==> config.mk <==
export PLATFORM = sky130hd
export DESIGN_NAME = gpio_apb_bank
export DESIGN_NICKNAME = d
export VERILOG_FILES = /design/src/rtl/gpio_bank_pkg.sv /design/src/rtl/gpio_addr_dec.sv /design/src/rtl/gpio_in_sync.sv /design/src/rtl/gpio_port_regs.sv /design/src/rtl/gpio_apb_bank.sv
export SDC_FILE = /design/constraint.sdc
export NUM_CORES = 1
export LEC_CHECK = 0
export BUFFER_PORTS_ARGS = -buffer_cell sky130_fd_sc_hd__buf_2
export CAP_MARGIN = 15
export CORE_AREA = 2 2 206 208
export DETAILED_ROUTE_END_ITERATION = 6
export DIE_AREA = 0 0 208 210
export GPL_ROUTABILITY_DRIVEN = 0
export PLACE_DENSITY = 0.6
export RECOVER_POWER = 25
export SLEW_MARGIN = 20
export SYNTH_ARGS = -nofsm -noshare
export SYNTH_HDL_FRONTEND = slang
export SYNTH_SLANG_ARGS = --single-unit
==> constraint.sdc <==
create_clock -name pclk -period 2.7 [get_ports pclk]
set_clock_uncertainty 0.2 [all_clocks]
set_input_delay 0.135 -clock pclk [delete_from_list [all_inputs] [get_ports pclk]]
set_output_delay 0.135 -clock pclk [all_outputs]
set_load 0.1 [all_outputs]
==> src/rtl/gpio_bank_pkg.sv <==
package gpio_bank_pkg;
  typedef enum logic [2:0] {
    IRQ_EN   = 3'd0,
    IRQ_MASK = 3'd1,
    IRQ_TYPE = 3'd2,
    IRQ_POL  = 3'd3,
    IRQ_STAT = 3'd4,
    IRQ_DEB  = 3'd5,
    IRQ_EOI  = 3'd6
  } irq_reg_e;

  typedef enum logic [2:0] {
    SEL_NONE = 3'd0,
    SEL_DATA = 3'd1,
    SEL_DIR  = 3'd2,
    SEL_EXT  = 3'd3,
    SEL_IRQ  = 3'd4
  } sel_kind_e;

  typedef struct packed {
    sel_kind_e kind;
    logic [1:0] port;
    irq_reg_e  irq;
  } dec_t;
endpackage

==> src/rtl/gpio_addr_dec.sv <==
module gpio_addr_dec
  import gpio_bank_pkg::*;
#(
  parameter int unsigned NUM_PORTS = 4
) (
  input  logic [7:0] addr,
  input  logic       layout_alt,
  output dec_t       dec
);
  localparam int unsigned DR_STRIDE_W  = 3;   // 0x0C bytes
  localparam int unsigned EXT_BASE_W   = 20;  // 0x50 bytes
  localparam int unsigned INT_BASE_W   = 12;  // 0x30 bytes

  logic [5:0] w;
  logic       unused_lo;
  logic       irq_hit;
  irq_reg_e   irq_code;

  assign w         = addr[7:2];
  assign unused_lo = ^addr[1:0];

  always_comb begin
    irq_hit  = 1'b1;
    irq_code = IRQ_EN;
    if (!layout_alt) begin
      case (w)
        6'(INT_BASE_W + 0): irq_code = IRQ_EN;
        6'(INT_BASE_W + 1): irq_code = IRQ_MASK;
        6'(INT_BASE_W + 2): irq_code = IRQ_TYPE;
        6'(INT_BASE_W + 3): irq_code = IRQ_POL;
        6'(INT_BASE_W + 4): irq_code = IRQ_STAT;
        6'(INT_BASE_W + 6): irq_code = IRQ_DEB;
        6'(INT_BASE_W + 7): irq_code = IRQ_EOI;
        default:            irq_hit  = 1'b0;
      endcase
    end else begin
      case (w)
        6'(INT_BASE_W + 0): irq_code = IRQ_EN;
        6'(INT_BASE_W + 1): irq_code = IRQ_TYPE;
        6'(INT_BASE_W + 2): irq_code = IRQ_POL;
        6'(INT_BASE_W + 3): irq_code = IRQ_STAT;
        6'(INT_BASE_W + 4): irq_code = IRQ_EOI;
        6'(INT_BASE_W + 5): irq_code = IRQ_MASK;
        6'(INT_BASE_W + 6): irq_code = IRQ_DEB;
        default:            irq_hit  = 1'b0;
      endcase
    end
  end

  always_comb begin
    dec.kind = SEL_NONE;
    dec.port = '0;
    dec.irq  = irq_code;
    for (int p = 0; p < NUM_PORTS; p++) begin
      if (w == 6'(DR_STRIDE_W * p)) begin
        dec.kind = SEL_DATA;
        dec.port = 2'(p);
      end
      if (w == 6'(DR_STRIDE_W * p + 1)) begin
        dec.kind = SEL_DIR;
        dec.port = 2'(p);
      end
      if (w == 6'(EXT_BASE_W + p)) begin
        dec.kind = SEL_EXT;
        dec.port = 2'(p);
      end
    end
    if (irq_hit) dec.kind = SEL_IRQ;
  end
endmodule

==> src/rtl/gpio_in_sync.sv <==
module gpio_in_sync #(
  parameter int unsigned W      = 32,
  parameter int unsigned STAGES = 2
) (
  input  logic         clk,
  input  logic         rst_n,
  input  logic [W-1:0] d,
  output logic [W-1:0] q
);
  logic [W-1:0] st [STAGES];

  always_ff @(posedge clk or negedge rst_n) begin
    if (!rst_n) begin
      for (int i = 0; i < STAGES; i++) st[i] <= '0;
    end else begin
      st[0] <= d;
      for (int i = 1; i < STAGES; i++) st[i] <= st[i-1];
    end
  end

  assign q = st[STAGES-1];
endmodule

==> src/rtl/gpio_port_regs.sv <==
module gpio_port_regs #(
  parameter int unsigned LINES = 32,
  parameter int unsigned W     = 32
) (
  input  logic         clk,
  input  logic         rst_n,
  input  logic         wr_data,
  input  logic         wr_dir,
  input  logic [W-1:0] wdata,
  input  logic [W-1:0] pin_in,
  output logic [W-1:0] data_q,
  output logic [W-1:0] dir_q,
  output logic [W-1:0] ext_q
);
  localparam logic [W-1:0] MASK =
    (LINES >= W) ? {W{1'b1}} : W'((64'd1 << LINES) - 64'd1);

  always_ff @(posedge clk or negedge rst_n) begin
    if (!rst_n) begin
      data_q <= '0;
      dir_q  <= '0;
    end else begin
      if (wr_data) data_q <= wdata & MASK;
      if (wr_dir)  dir_q  <= wdata & MASK;
    end
  end

  gpio_in_sync #(.W(W), .STAGES(2)) u_sync (
    .clk  (clk),
    .rst_n(rst_n),
    .d    (pin_in & MASK),
    .q    (ext_q)
  );


  hi_bits_zero_chk: assert property (@(posedge clk) disable iff (!rst_n)
    ((data_q | dir_q | ext_q) & ~MASK) == '0);


  data_hold_chk: assert property (@(posedge clk) disable iff (!rst_n)
    !wr_data |=> $stable(data_q));


  dir_hold_chk: assert property (@(posedge clk) disable iff (!rst_n)
    !wr_dir |=> $stable(dir_q));
endmodule

==> src/rtl/gpio_apb_bank.sv <==
module gpio_apb_bank
  import gpio_bank_pkg::*;
#(
  parameter int unsigned NUM_PORTS  = 4,
  parameter int unsigned DATA_W     = 32,
  parameter logic [NUM_PORTS*6-1:0] PORT_LINES = {6'd32, 6'd8, 6'd16, 6'd32}
) (
  input  logic                        pclk,
  input  logic                        presetn,
  input  logic                        psel,
  input  logic                        penable,
  input  logic                        pwrite,
  input  logic [7:0]                  paddr,
  input  logic [DATA_W-1:0]           pwdata,
  output logic [DATA_W-1:0]           prdata,
  output logic                        pready,
  output logic                        pslverr,
  input  logic                        layout_alt,
  input  logic [NUM_PORTS*DATA_W-1:0] pin_in,
  output logic [NUM_PORTS*DATA_W-1:0] pin_out,
  output logic [NUM_PORTS*DATA_W-1:0] pin_oe,
  output logic                        irq_sel,
  output logic                        irq_wr,
  output logic [2:0]                  irq_code,
  output logic [DATA_W-1:0]           irq_wdata,
  input  logic [DATA_W-1:0]           irq_rdata
);
  dec_t dec;
  logic access;
  logic wr_en;
  logic [DATA_W-1:0] data_a [NUM_PORTS];
  logic [DATA_W-1:0] dir_a  [NUM_PORTS];
  logic [DATA_W-1:0] ext_a  [NUM_PORTS];

  assign access  = psel & penable;
  assign wr_en   = access & pwrite;
  assign pready  = 1'b1;
  assign pslverr = 1'b0;

  gpio_addr_dec #(.NUM_PORTS(NUM_PORTS)) u_dec (
    .addr      (paddr),
    .layout_alt(layout_alt),
    .dec       (dec)
  );

  for (genvar p = 0; p < NUM_PORTS; p++) begin : g_port
    logic hit;
    assign hit = wr_en && (dec.port == 2'(p));

    gpio_port_regs #(
      .LINES(int'(PORT_LINES[p*6 +: 6])),
      .W    (DATA_W)
    ) u_regs (
      .clk    (pclk),
      .rst_n  (presetn),
      .wr_data(hit && dec.kind == SEL_DATA),
      .wr_dir (hit && dec.kind == SEL_DIR),
      .wdata  (pwdata),
      .pin_in (pin_in[p*DATA_W +: DATA_W]),
      .data_q (data_a[p]),
      .dir_q  (dir_a[p]),
      .ext_q  (ext_a[p])
    );

    assign pin_out[p*DATA_W +: DATA_W] = data_a[p];
    assign pin_oe[p*DATA_W +: DATA_W]  = dir_a[p];
  end

  assign irq_sel   = access && dec.kind == SEL_IRQ;
  assign irq_wr    = pwrite;
  assign irq_code  = dec.irq;
  assign irq_wdata = pwdata;

  always_comb begin
    prdata = '0;
    if (access && !pwrite) begin
      if (dec.kind == SEL_IRQ) prdata = irq_rdata;
      for (int p = 0; p < NUM_PORTS; p++) begin
        if (dec.port == 2'(p)) begin
          case (dec.kind)
            SEL_DATA: prdata = data_a[p];
            SEL_DIR:  prdata = dir_a[p];
            SEL_EXT:  prdata = ext_a[p];
            default:  ;
          endcase
        end
      end
    end
  end


  unmapped_zero_chk: assert property (@(posedge pclk) disable iff (!presetn)
    (psel && penable && !pwrite && dec.kind == SEL_NONE) |-> prdata == '0);


  irq_window_chk: assert property (@(posedge pclk) disable iff (!presetn)
    irq_sel |-> (psel && penable && paddr >= 8'h30 && paddr < 8'h50));


  ext_readonly_chk: assert property (@(posedge pclk) disable iff (!presetn)
    (wr_en && dec.kind == SEL_EXT) |=> ($stable(pin_out) && $stable(pin_oe)));
endmodule

==> results.py <==
metrics = {
    "setup_path": {
        "startpoint_type": "primary input",
        "rr_worst_depth": 1,
        "crit_path_end_kind": "primary output",
        "critPathKind": "primary input to primary output",
        "cp.required_ns": 2.37,
        "cp_max_fo": 16,
        "crit_arrival_ns": 2.33,
        "rrSetupSlack_ns": 1.66,
    },
    "sta": {
        "fin_setup_tns_ns": 0,
        "rsz0062_at_grt": "true",
        "period_share": 0.988,
        "period_minus_slack_ns": 2.67,
        "hold_viol": 0,
        "relSlewSlack": 0.114,
        "hold_ws_ns": 0.0268,
        "fmax_mhz": 375,
        "setup_violations": 0,
        "drv_slew": 0,
        "worstMarginPinSlew_ns": 1.33,
    },
    "yosys": {
        "synth-seq-cells": 352,
        "synth.cell_area_um2": 14400,
        "synth_top_area_share": 0.612,
        "synth_cell_type_count": 54,
        "ys.flop_type": "dfrtp_1",
        "syn_area_per_cell_um2": 13.4,
        "synth_area_leaders": "dfrtp_1, mux2_2, buf_4",
        "async_reset_ff_frac": 1.00,
        "yosys.cell_count.top_type": "dfrtp_1",
        "synth_edf_count": 0,
        "synthCells": 1072,
        "ys_seq_area_frac": 0.612,
        "synth_commonest_cells": "dfrtp_1, mux2_2, buf_4, nand2_1, a21oi_1",
        "yosysTopAreaCell": "dfrtp_1",
        "synth_warnings": 0,
    },
    "pwr": {
        "pwr-share-comb": 0.220,
        "pwr_density_cell_nw_per_um2": 684,
        "leakagePower_nw": 10.2,
        "power_mw": 14.6,
        "ir_drop_mv": 0.566,
        "p_seq_frac": 0.395,
        "netSwitchingPower_mw": 4.93,
        "switching_share": 0.337,
        "clkPwrFrac": 0.385,
        "intPower_mw": 9.67,
    },
    "cells_and_area": {
        "fin_nets": 1878,
        "fill_cells": 3561,
        "area_growth_pct": 48.2,
        "postLayoutCellArea_um2": 21300,
        "multiInputGateArea_um2": 5190,
        "seqCellArea_um2": 8820,
        "drive_gt1_frac": 0.476,
    },
    "routing": {
        "routed_wl_mm": 50.6,
        "detail_route.vias_per_cell": 5.11,
        "dr.pass1.iters": 6,
        "drc": 0,
        "wl_per_cell_um": 22.6,
        "via_count": 11500,
        "drtAntennaViolNets": 0,
        "dr.first_iter.drc_count": 979,
    },
    "floorplanning": {
        "die_h_um": 210,
        "io_pins": 533,
        "dieArea_um2": 43700,
        "start_util": 0.347,
        "die_w_um": 208,
        "core_area_um2": 41500,
        "row_count": 75,
    },
    "grt": {
        "grt_max_degree": 59,
        "grt_pass1_wl_mm": 74.0,
        "grtUsageTotal": 0.224,
        "antenna_found_initial": 6,
        "gr-total-overflow": 0,
        "first_global_vias": 11700,
    },
    "min_path": {
        "hp-class": "primary input to flip-flop",
        "hold_path_depth": 2,
    },
    "clock_network": {
        "cts_buffers": 40,
        "htree_levels": 2,
        "clk-insertion-delay-late_ns": 0.56,
        "cts_root_buf": "clkbuf_16",
        "clkSinkCount": 352,
        "clock_path_buffers": 3,
        "path_clk_slew_ns": 0.06,
        "cts_tree": "built",
    },
    "place": {
        "port_buffers": 408,
        "placed_cell_area_um2": 18100,
        "dp_hpwl_mm": 33.8,
    },
    "status": {
        "status": "finished, final reports clean",
    },
    "job": {
        "max-cap-violations": 0,
    },
}
per-stage QoR:
step,std cells,worst slack [ns],util
6_report,2244,0.0312,0.514
5_1_grt,2243,-0.0328,0.514
3_3_place_gp,1991,-0.104,0.436
4_1_cts,2220,0.000662,0.508
2_1_floorplan,1152,-0.395,-
3_5_place_dp,1991,-0.101,0.436
registers in the layout (all words and copies together) (netlist names):
signal,cells
g_port.u_regs.u_sync.q,88
g_port.u_regs.data_q,88
g_port.u_regs.u_sync.st,88
g_port.u_regs.dir_q,88
final timing paths:
| kind | endpoint | start |
|---|---|---|
| worst max register to register | g_port[0].u_regs.data_q[20] | g_port[0].u_regs.data_q[20] |
| worst min-delay path | g_port[1].u_regs.u_sync.st[42] | pin_in[42] |
| min in group asynchronous | g_port[0].u_regs.data_q[2] | presetn |
| max in group asynchronous | g_port[0].u_regs.u_sync.q[24] | presetn |
| worst min register to register | g_port[0].u_regs.u_sync.q[14] | g_port[0].u_regs.u_sync.st[46] |
| worst max-delay path | prdata[17] | paddr[2] |
final cells by class:
type,instances,share of cell area
Antenna cell,3,0.000352
Clock buffer,60,0.0556
Clock inverter,12,0.00909
Inverter,1,0.000176
Multi-Input combinational cell,615,0.243
Sequential cell,352,0.413
Tap cell,539,0.0316
Timing Repair Buffer,662,0.246
cells by family after synthesis:
group,count (synthesis),synth area share
DFF,352,0.612
AOI/OAI and AO/OA,211,0.112
buffers and inverters,185,0.0842
muxes,176,0.138
and+or+nand+nor,143,0.0508
xor gates and xnor gates,3,0.00235
other,2,0.000522
layout by cell type, fill, tap and decap left out, types with 20 or more instances in the layout:
| master | instances |
|---|---|
| buf_2 | 360 |
| dfrtp_1 | 342 |
| mux2_2 | 170 |
| dlygate4sd3_1 | 156 |
| conb_1 | 82 |
| nand2_1 | 71 |
| buf_4 | 62 |
| buf_12 | 60 |
| a222oi_1 | 43 |
| clkbuf_16 | 43 |
| a21oi_1 | 37 |
| a221oi_1 | 29 |
| clkbuf_1 | 21 |
| nor2_1 | 20 |
critical path, stage by stage:
cell and delay (ns):
buf_8 0.09, buf_12 0.10, and4bb_2 0.25, a211oi_4 0.29
nor3_4 0.07, buf_4 0.16, clkbuf_16 0.16, buf_4 0.14
clkbuf_16 0.18, a222oi_1 0.27, o22a_1 0.24, a21oi_4 0.07
buf_12 0.17
per-layer routing:
metal | vias to the layer above | wire length [um] | track usage
met5 | - | 31 | 0
met4 | 6 | 1450 | 0.0775
met3 | 89 | 3630 | 0.0495
met2 | 567 | 24700 | 0.369
met1 | 5851 | 20800 | 0.294
li1 | 4943 | - | -
what timing repair did:
| action | CTS | global route |
|---|---|---|
| setup endpoints to repair | 7 | 13 |
| hold buffers | 157 | 0 |
| gates resized for setup | 4 | 36 |
| setup buffers | 0 | 18 |
| endpoints found under the hold margin | 616 | 0 |
| pin swaps | 3 | 14 |
| gates cloned | 0 | 3 |
power by group through the flow:
stage / combinational (mW) / clock (mW) / sequential (mW)
3_5_place_dp: 3.00 / 0 / 5.85
6_report: 3.22 / 5.62 / 5.76
3_3_place_gp: 2.98 / 0 / 5.84
5_1_grt: 3.33 / 5.98 / 5.79
2_1_floorplan: 1.22 / 0 / 6.98
4_1_cts: 3.19 / 5.76 / 5.76
Power figures use the tool's default switching activity.
